==> config.mk <==
export PLATFORM = sky130hd
export DESIGN_NAME = cpx_operand_seq
export DESIGN_NICKNAME = d
export VERILOG_FILES = /design/src/rtl/cpx_pkg.sv /design/src/rtl/cpx_step_plan.sv /design/src/rtl/cpx_gate.sv /design/src/rtl/cpx_operand_seq.sv
export SDC_FILE = /design/constraint.sdc
export NUM_CORES = 1
export LEC_CHECK = 0
export BUFFER_PORTS_ARGS = -buffer_cell sky130_fd_sc_hd__buf_2
export CORE_MARGIN = 2
export CORE_UTILIZATION = 40
export DETAILED_ROUTE_END_ITERATION = 10
export GPL_TIMING_DRIVEN = 1
export PLACE_DENSITY = 0.59
export SLEW_MARGIN = 0
export SYNTH_ARGS = -nofsm -noshare
export SYNTH_HDL_FRONTEND = slang
export SYNTH_SLANG_ARGS = --single-unit
==> constraint.sdc <==
create_clock -name clk -period 3.4 [get_ports clk]
set_input_delay 0.17 -clock clk [delete_from_list [all_inputs] [get_ports clk]]
set_output_delay 0.17 -clock clk [all_outputs]
set_load 0.02 [all_outputs]
==> src/rtl/cpx_pkg.sv <==
package cpx_pkg;

  typedef enum logic [1:0] {
    ASEL_BASE = 2'd0,
    ASEL_NEXT = 2'd1,
    ASEL_PORT = 2'd2
  } cpx_asel_e;

  typedef struct packed {
    logic      io;
    logic      wr;
    logic      byt;
    cpx_asel_e asel;
  } cpx_op_t;

endpackage

==> src/rtl/cpx_step_plan.sv <==
module cpx_step_plan
  import cpx_pkg::*;
(
  input  logic       dir,
  input  logic       odd,
  input  logic [1:0] step,
  output cpx_op_t    op,
  output logic       last
);

  always_comb begin
    op   = '{io: 1'b0, wr: 1'b0, byt: 1'b0, asel: ASEL_BASE};
    last = 1'b0;
    case ({dir, odd})
      2'b00: begin
        if (step == 2'd0) op = '{io: 1'b0, wr: 1'b0, byt: 1'b0, asel: ASEL_BASE};
        else begin
          op   = '{io: 1'b1, wr: 1'b1, byt: 1'b0, asel: ASEL_PORT};
          last = 1'b1;
        end
      end
      2'b01: begin
        if (step == 2'd0)      op = '{io: 1'b0, wr: 1'b0, byt: 1'b1, asel: ASEL_BASE};
        else if (step == 2'd1) op = '{io: 1'b0, wr: 1'b0, byt: 1'b1, asel: ASEL_NEXT};
        else begin
          op   = '{io: 1'b1, wr: 1'b1, byt: 1'b0, asel: ASEL_PORT};
          last = 1'b1;
        end
      end
      2'b10: begin
        if (step == 2'd0) op = '{io: 1'b1, wr: 1'b0, byt: 1'b0, asel: ASEL_PORT};
        else begin
          op   = '{io: 1'b0, wr: 1'b1, byt: 1'b0, asel: ASEL_BASE};
          last = 1'b1;
        end
      end
      default: begin
        if (step == 2'd0)      op = '{io: 1'b1, wr: 1'b0, byt: 1'b0, asel: ASEL_PORT};
        else if (step == 2'd1) op = '{io: 1'b0, wr: 1'b1, byt: 1'b1, asel: ASEL_BASE};
        else begin
          op   = '{io: 1'b0, wr: 1'b1, byt: 1'b1, asel: ASEL_NEXT};
          last = 1'b1;
        end
      end
    endcase
  end

endmodule

==> src/rtl/cpx_gate.sv <==
module cpx_gate #(
  parameter int unsigned AW = 16,
  parameter int unsigned CW = 4
) (
  input  logic          clk,
  input  logic          rst,
  input  logic          esc_go,
  input  logic [AW-1:0] esc_addr,
  input  logic          esc_dir,
  input  logic [CW-1:0] esc_words,
  input  logic          st_emul,
  input  logic          st_tswitch,
  input  logic          cop_req,
  input  logic          idle,
  input  logic          word_done,
  output logic          start,
  output logic          armed,
  output logic          cur_dir,
  output logic [AW-1:0] cur_addr,
  output logic          req_ignored
);

  logic          open_ok;
  logic          acc_esc;
  logic          rej_req;
  logic [CW-1:0] left_q;

  assign open_ok = ~st_emul & ~st_tswitch;
  assign acc_esc = esc_go & idle & open_ok & (esc_words != '0);
  assign start   = idle & cop_req & ~esc_go & armed & open_ok;
  assign rej_req = idle & cop_req & ~esc_go & ~(armed & open_ok);

  always_ff @(posedge clk) begin
    if (rst) begin
      armed       <= 1'b0;
      cur_dir     <= 1'b0;
      cur_addr    <= '0;
      left_q      <= '0;
      req_ignored <= 1'b0;
    end else begin
      if (acc_esc) begin
        armed    <= 1'b1;
        cur_dir  <= esc_dir;
        cur_addr <= esc_addr;
        left_q   <= esc_words;
      end else if (word_done) begin
        cur_addr <= cur_addr + AW'(2);
        left_q   <= left_q - CW'(1);
        if (left_q == CW'(1)) armed <= 1'b0;
      end
      if (acc_esc)      req_ignored <= 1'b0;
      else if (rej_req) req_ignored <= 1'b1;
    end
  end

  assert_drop_flag_R9: assert property (@(posedge clk) disable iff (rst)
    (idle && cop_req && !esc_go && !armed) |=> req_ignored);

  assert_gate_esc_R2: assert property (@(posedge clk) disable iff (rst)
    (esc_go && (st_emul || st_tswitch) && !armed) |=> !armed);

  assert_disarm_R8: assert property (@(posedge clk) disable iff (rst)
    $fell(armed) |-> $past(word_done));

  assert_step_two_R8: assert property (@(posedge clk) disable iff (rst)
    (word_done && !esc_go) |=> cur_addr == $past(cur_addr) + AW'(2));

endmodule

==> src/rtl/cpx_operand_seq.sv <==
module cpx_operand_seq
  import cpx_pkg::*;
#(
  parameter int unsigned   AW        = 16,
  parameter int unsigned   CW        = 4,
  parameter logic [AW-1:0] DATA_PORT = AW'('h00FA)
) (
  input  logic          clk,
  input  logic          rst,
  input  logic          esc_go,
  input  logic [AW-1:0] esc_addr,
  input  logic          esc_dir,
  input  logic [CW-1:0] esc_words,
  input  logic          st_emul,
  input  logic          st_tswitch,
  input  logic          cop_req,
  input  logic          bus_done,
  output logic          armed,
  output logic          busy,
  output logic          req_ignored,
  output logic          bus_req,
  output logic [AW-1:0] bus_addr,
  output logic          bus_io,
  output logic          bus_wr,
  output logic          bus_byte
);

  logic          start;
  logic          cur_dir;
  logic [AW-1:0] cur_addr;
  logic          word_done;
  logic [1:0]    step_q;
  logic [1:0]    sel_step;
  logic          last_q;
  cpx_op_t       plan_op;
  logic          plan_last;
  logic [AW-1:0] plan_addr;

  assign word_done = busy & bus_done & last_q;
  assign sel_step  = busy ? (step_q + 2'd1) : 2'd0;

  cpx_gate #(.AW(AW), .CW(CW)) gate_i (
    .clk         (clk),
    .rst         (rst),
    .esc_go      (esc_go),
    .esc_addr    (esc_addr),
    .esc_dir     (esc_dir),
    .esc_words   (esc_words),
    .st_emul     (st_emul),
    .st_tswitch  (st_tswitch),
    .cop_req     (cop_req),
    .idle        (~busy),
    .word_done   (word_done),
    .start       (start),
    .armed       (armed),
    .cur_dir     (cur_dir),
    .cur_addr    (cur_addr),
    .req_ignored (req_ignored)
  );

  cpx_step_plan plan_i (
    .dir  (cur_dir),
    .odd  (cur_addr[0]),
    .step (sel_step),
    .op   (plan_op),
    .last (plan_last)
  );

  always_comb begin
    case (plan_op.asel)
      ASEL_NEXT: plan_addr = cur_addr + AW'(1);
      ASEL_PORT: plan_addr = DATA_PORT;
      default:   plan_addr = cur_addr;
    endcase
  end

  always_ff @(posedge clk) begin
    if (rst) begin
      busy     <= 1'b0;
      step_q   <= 2'd0;
      last_q   <= 1'b0;
      bus_req  <= 1'b0;
      bus_addr <= '0;
      bus_io   <= 1'b0;
      bus_wr   <= 1'b0;
      bus_byte <= 1'b0;
    end else if (!busy) begin
      if (start) begin
        busy     <= 1'b1;
        step_q   <= 2'd0;
        last_q   <= plan_last;
        bus_req  <= 1'b1;
        bus_addr <= plan_addr;
        bus_io   <= plan_op.io;
        bus_wr   <= plan_op.wr;
        bus_byte <= plan_op.byt;
      end
    end else if (bus_done) begin
      if (last_q) begin
        busy    <= 1'b0;
        bus_req <= 1'b0;
      end else begin
        step_q   <= sel_step;
        last_q   <= plan_last;
        bus_addr <= plan_addr;
        bus_io   <= plan_op.io;
        bus_wr   <= plan_op.wr;
        bus_byte <= plan_op.byt;
      end
    end
  end

  assert_hold_R7: assert property (@(posedge clk) disable iff (rst)
    (bus_req && !bus_done) |=> (bus_req && $stable(bus_addr) && $stable(bus_io)
                                && $stable(bus_wr) && $stable(bus_byte)));

  assert_port_word_R6: assert property (@(posedge clk) disable iff (rst)
    (bus_req && bus_io) |-> (bus_addr == DATA_PORT && !bus_byte));

  assert_start_gate_R3: assert property (@(posedge clk) disable iff (rst)
    $rose(bus_req) |-> ($past(cop_req) && $past(armed) && !$past(st_emul) && !$past(st_tswitch)));

  assert_no_req_idle_R7: assert property (@(posedge clk) disable iff (rst)
    bus_req |-> busy);

endmodule

==> flow_summary.json <==
{
  "cts_tree": "built",
  "port_buffers": 50,
  "post-cts-setup-buffers": 0,
  "ant_nets": 0,
  "min_period_ns": 2.81,
  "pin_count": 51,
  "rows": 29,
  "cts_hold_buf": 0,
  "grt_pass1_vias": 2396,
  "synthDistinctLibCells": 52,
  "die_width_um": 85.0,
  "design_area_sq_um": 3000,
  "placed_cell_area_sq_um": 2910,
  "wl_met1_mm": 3.29,
  "wl_met2_mm": 3.14,
  "setup_viol": 0,
  "reg2reg_depth": 7,
  "cts_max_level": 2,
  "r2r_slack_ns": 0.59,
  "crit_path_start_kind": "flop",
  "clkLatencyLatePin_ns": 0.30,
  "core_sq_um": 6350,
  "fill_cells": 670,
  "min_to": "gate_i.cur_dir",
  "cts_buffers": 5,
  "grt_overflow": 0,
  "synth-seq-cells": 47,
  "path_delay_family": "simple AND/OR/NAND/NOR gates",
  "numClockSinks": 47,
  "drc": 0,
  "track_usage": 0.199,
  "slowest_delay_ns": 0.51,
  "wl_per_cell_um": 15.5,
  "fin_util": 0.472,
  "grt_pass1_wl_mm": 11.7,
  "drt_wl_total_mm": 6.91,
  "syn_area_sq_um": 2630,
  "dp_hpwl_mm": 4.92,
  "relSlewSlack": 0.400,
  "min-delay-start": "esc_dir",
  "insertedDiodeCount": 0,
  "path_depth": 7,
  "via_per_inst": 5.69,
  "worst-path-buf-inv": 0,
  "timing.rr.start": "busy",
  "rsz0062_at_grt": "no",
  "drive_gt1_frac": 0.195,
  "initial_core_util": 0.414,
  "worst_pin_slew_ns": 0.898,
  "synth.avg_cell_area_sq_um": 7.91,
  "place_congestion": 0.823,
  "synthArstFlopShare": 0,
  "synthTopCellsByArea": "dfxtp_1, nor2_1, nand2_1",
  "cts-resized-gates": 0,
  "max-cap-violations": 0,
  "crit_path_end_kind": "flop",
  "power.leakage_nw": 1.09,
  "cts.reportedPaths.clkPinSlew_ns": 0.09,
  "setup_tns_ns": 0,
  "antenna_found_initial": 0,
  "yosysTopAreaCell": "dfxtp_1",
  "power_density_nw_per_um2": 340,
  "fin_crit_sh": 0.827,
  "die-area_sq_um": 7230,
  "maxSlewViolCount": 0,
  "yosys_warnings": 0,
  "fmax_mhz": 356,
  "clk_path_buf_depth": 2,
  "cp_max_fo": 15,
  "syn_inst": 332,
  "final_common_cell": "buf_2",
  "crit_type": "reg -> reg",
  "finalNonFillerCells": 447,
  "placedCellCount": 440,
  "top_layer_used": "met4",
  "yosysSeqAreaShare": 0.358,
  "cp_cell_sequence": "a21boi_0 -> nor2_1 -> or3_1 -> ha_1 -> nand2b_1 -> or4_1 -> a311oi_1",
  "drt_iter0_drc": 163,
  "hold_viol_final": 0,
  "fin_nets": 404,
  "ys.flop_type": "dfxtp_1",
  "grt_max_degree": 42,
  "hp-class": "in -> reg",
  "syn_to_final_growth_pct": 14.1,
  "rr_endpoint": "bus_addr[6]",
  "final_cell_mix": "buf_2, dfxtp_1, nor2_1",
  "syn-num-nets": 366,
  "skew_ns": 0.00606,
  "num_vias": 2543,
  "ctsRootBufferMaster": "clkbuf_8",
  "first_pass_iters": 4,
  "yosysTopAreaCellShare": 0.358,
  "status": "complete, no violations",
  "wl_met3_um": 371,
  "die_y_um": 85.0,
  "worstPathRequired_ns": 3.61,
  "worstHoldPathCells": 3,
  "vdd_drop_max_mv": 0.160,
  "cp.arrival_ns": 3.02,
  "cp_slowest_cell": "or4_1",
  "synth_edf_count": 0
}
-- metrics by stage --
stage               hold slack, ns  setup slack (ns)  power [mW]
CTS                          0.101             0.596        1.03
finish                       0.106             0.588        1.02
floorplan                    0.306             0.487       0.647
global route                 0.117             0.315        1.07
detailed placement           0.427             0.627       0.686
global placement             0.424             0.655       0.685
-- worst max-delay path by stage --
stage               slack (ns)      start           to
finish                    0.59       busy  bus_addr[6]
global route              0.32       busy  bus_addr[7]
CTS                       0.60       busy  bus_addr[6]
detailed placement        0.63       busy  bus_addr[6]
global placement          0.65  step_q[0]  bus_addr[6]
floorplan                 0.49       busy  bus_addr[6]
-- power breakdown --
part	switching (mW)	internal (mW)	total [mW]
Clock	0.187	0.160	0.347
Combinational	0.0518	0.0392	0.0910
Sequential	0.0189	0.563	0.582
-- sequential cells by signal, summed over array words and instances, names as in the netlist --
name	count
gate_i.armed	1
gate_i.req_ignored	1
last_q	1
gate_i.cur_dir	1
step_q	2
busy	1
bus_wr	1
bus_req	1
bus_byte	1
bus_io	1
gate_i.cur_addr	16
bus_addr	16
gate_i.left_q	4
-- area by class of cell --
class                   instances  area, sq um  area share
multi-input cells             254         1560       0.521
flip-flops and latches         47          941       0.314
repair buffers                 54          280      0.0936
well taps                      77         96.3      0.0322
clock buffers                   6         82.6      0.0276
inverters                       8         30.0      0.0100
clock inverters                 1         5.00     0.00167
-- cells in the mapped netlist (2+ instances only) --
cell type / instances
nand4_1: 7
and3_1: 4
nand3_1: 6
nor2_1: 35
nor4_1: 10
buf_2: 4
or3_1: 4
mux2i_1: 3
o211ai_1: 4
clkbuf_1: 16
inv_1: 8
a31oi_1: 5
nor2b_1: 3
xnor2_1: 10
a22oi_1: 5
a21oi_1: 24
nand3b_1: 3
o21a_1: 3
and2_1: 2
or4_1: 2
o41ai_1: 3
dfxtp_1: 47
ha_1: 6
a311oi_1: 6
a211oi_1: 12
nand2_1: 34
xor2_1: 4
buf_1: 2
o21ai_0: 20
nor3_1: 8
nor3b_1: 4
nand2b_1: 3
or3b_2: 5
a21boi_0: 2
-- worst register-to-register path, delay by kind of cell, from the launching register on --
kind                     cells  cell delay, ns
AND/OR/NAND/NOR              4            1.22
flip-flops                   1            0.41
adder cells (fa/ha/maj)      1            0.47
AO/OA/AOI/OAI                2            0.63
-- routing by layer --
metal / global-route usage / up-vias
met5: 0 / -
met4: 0.0606 / 0
met3: 0.0340 / 12
met2: 0.325 / 74
met1: 0.270 / 1167
li1: - / 1290
-- kinds of logic (layout without fill, tap and decap cells) --
family	Yosys count	count (layout)	share of synthesized area
AOI/OAI and AO/OA	93	93	0.229
muxes	4	4	0.0157
xor gates and xnor gates	14	14	0.0467
DFF	47	47	0.358
and+or+nand+nor	137	137	0.274
adders and majority gates	6	6	0.0286
buffers and inverters	31	69	0.0476
Note: power is estimated with default switching activity, not from simulation.
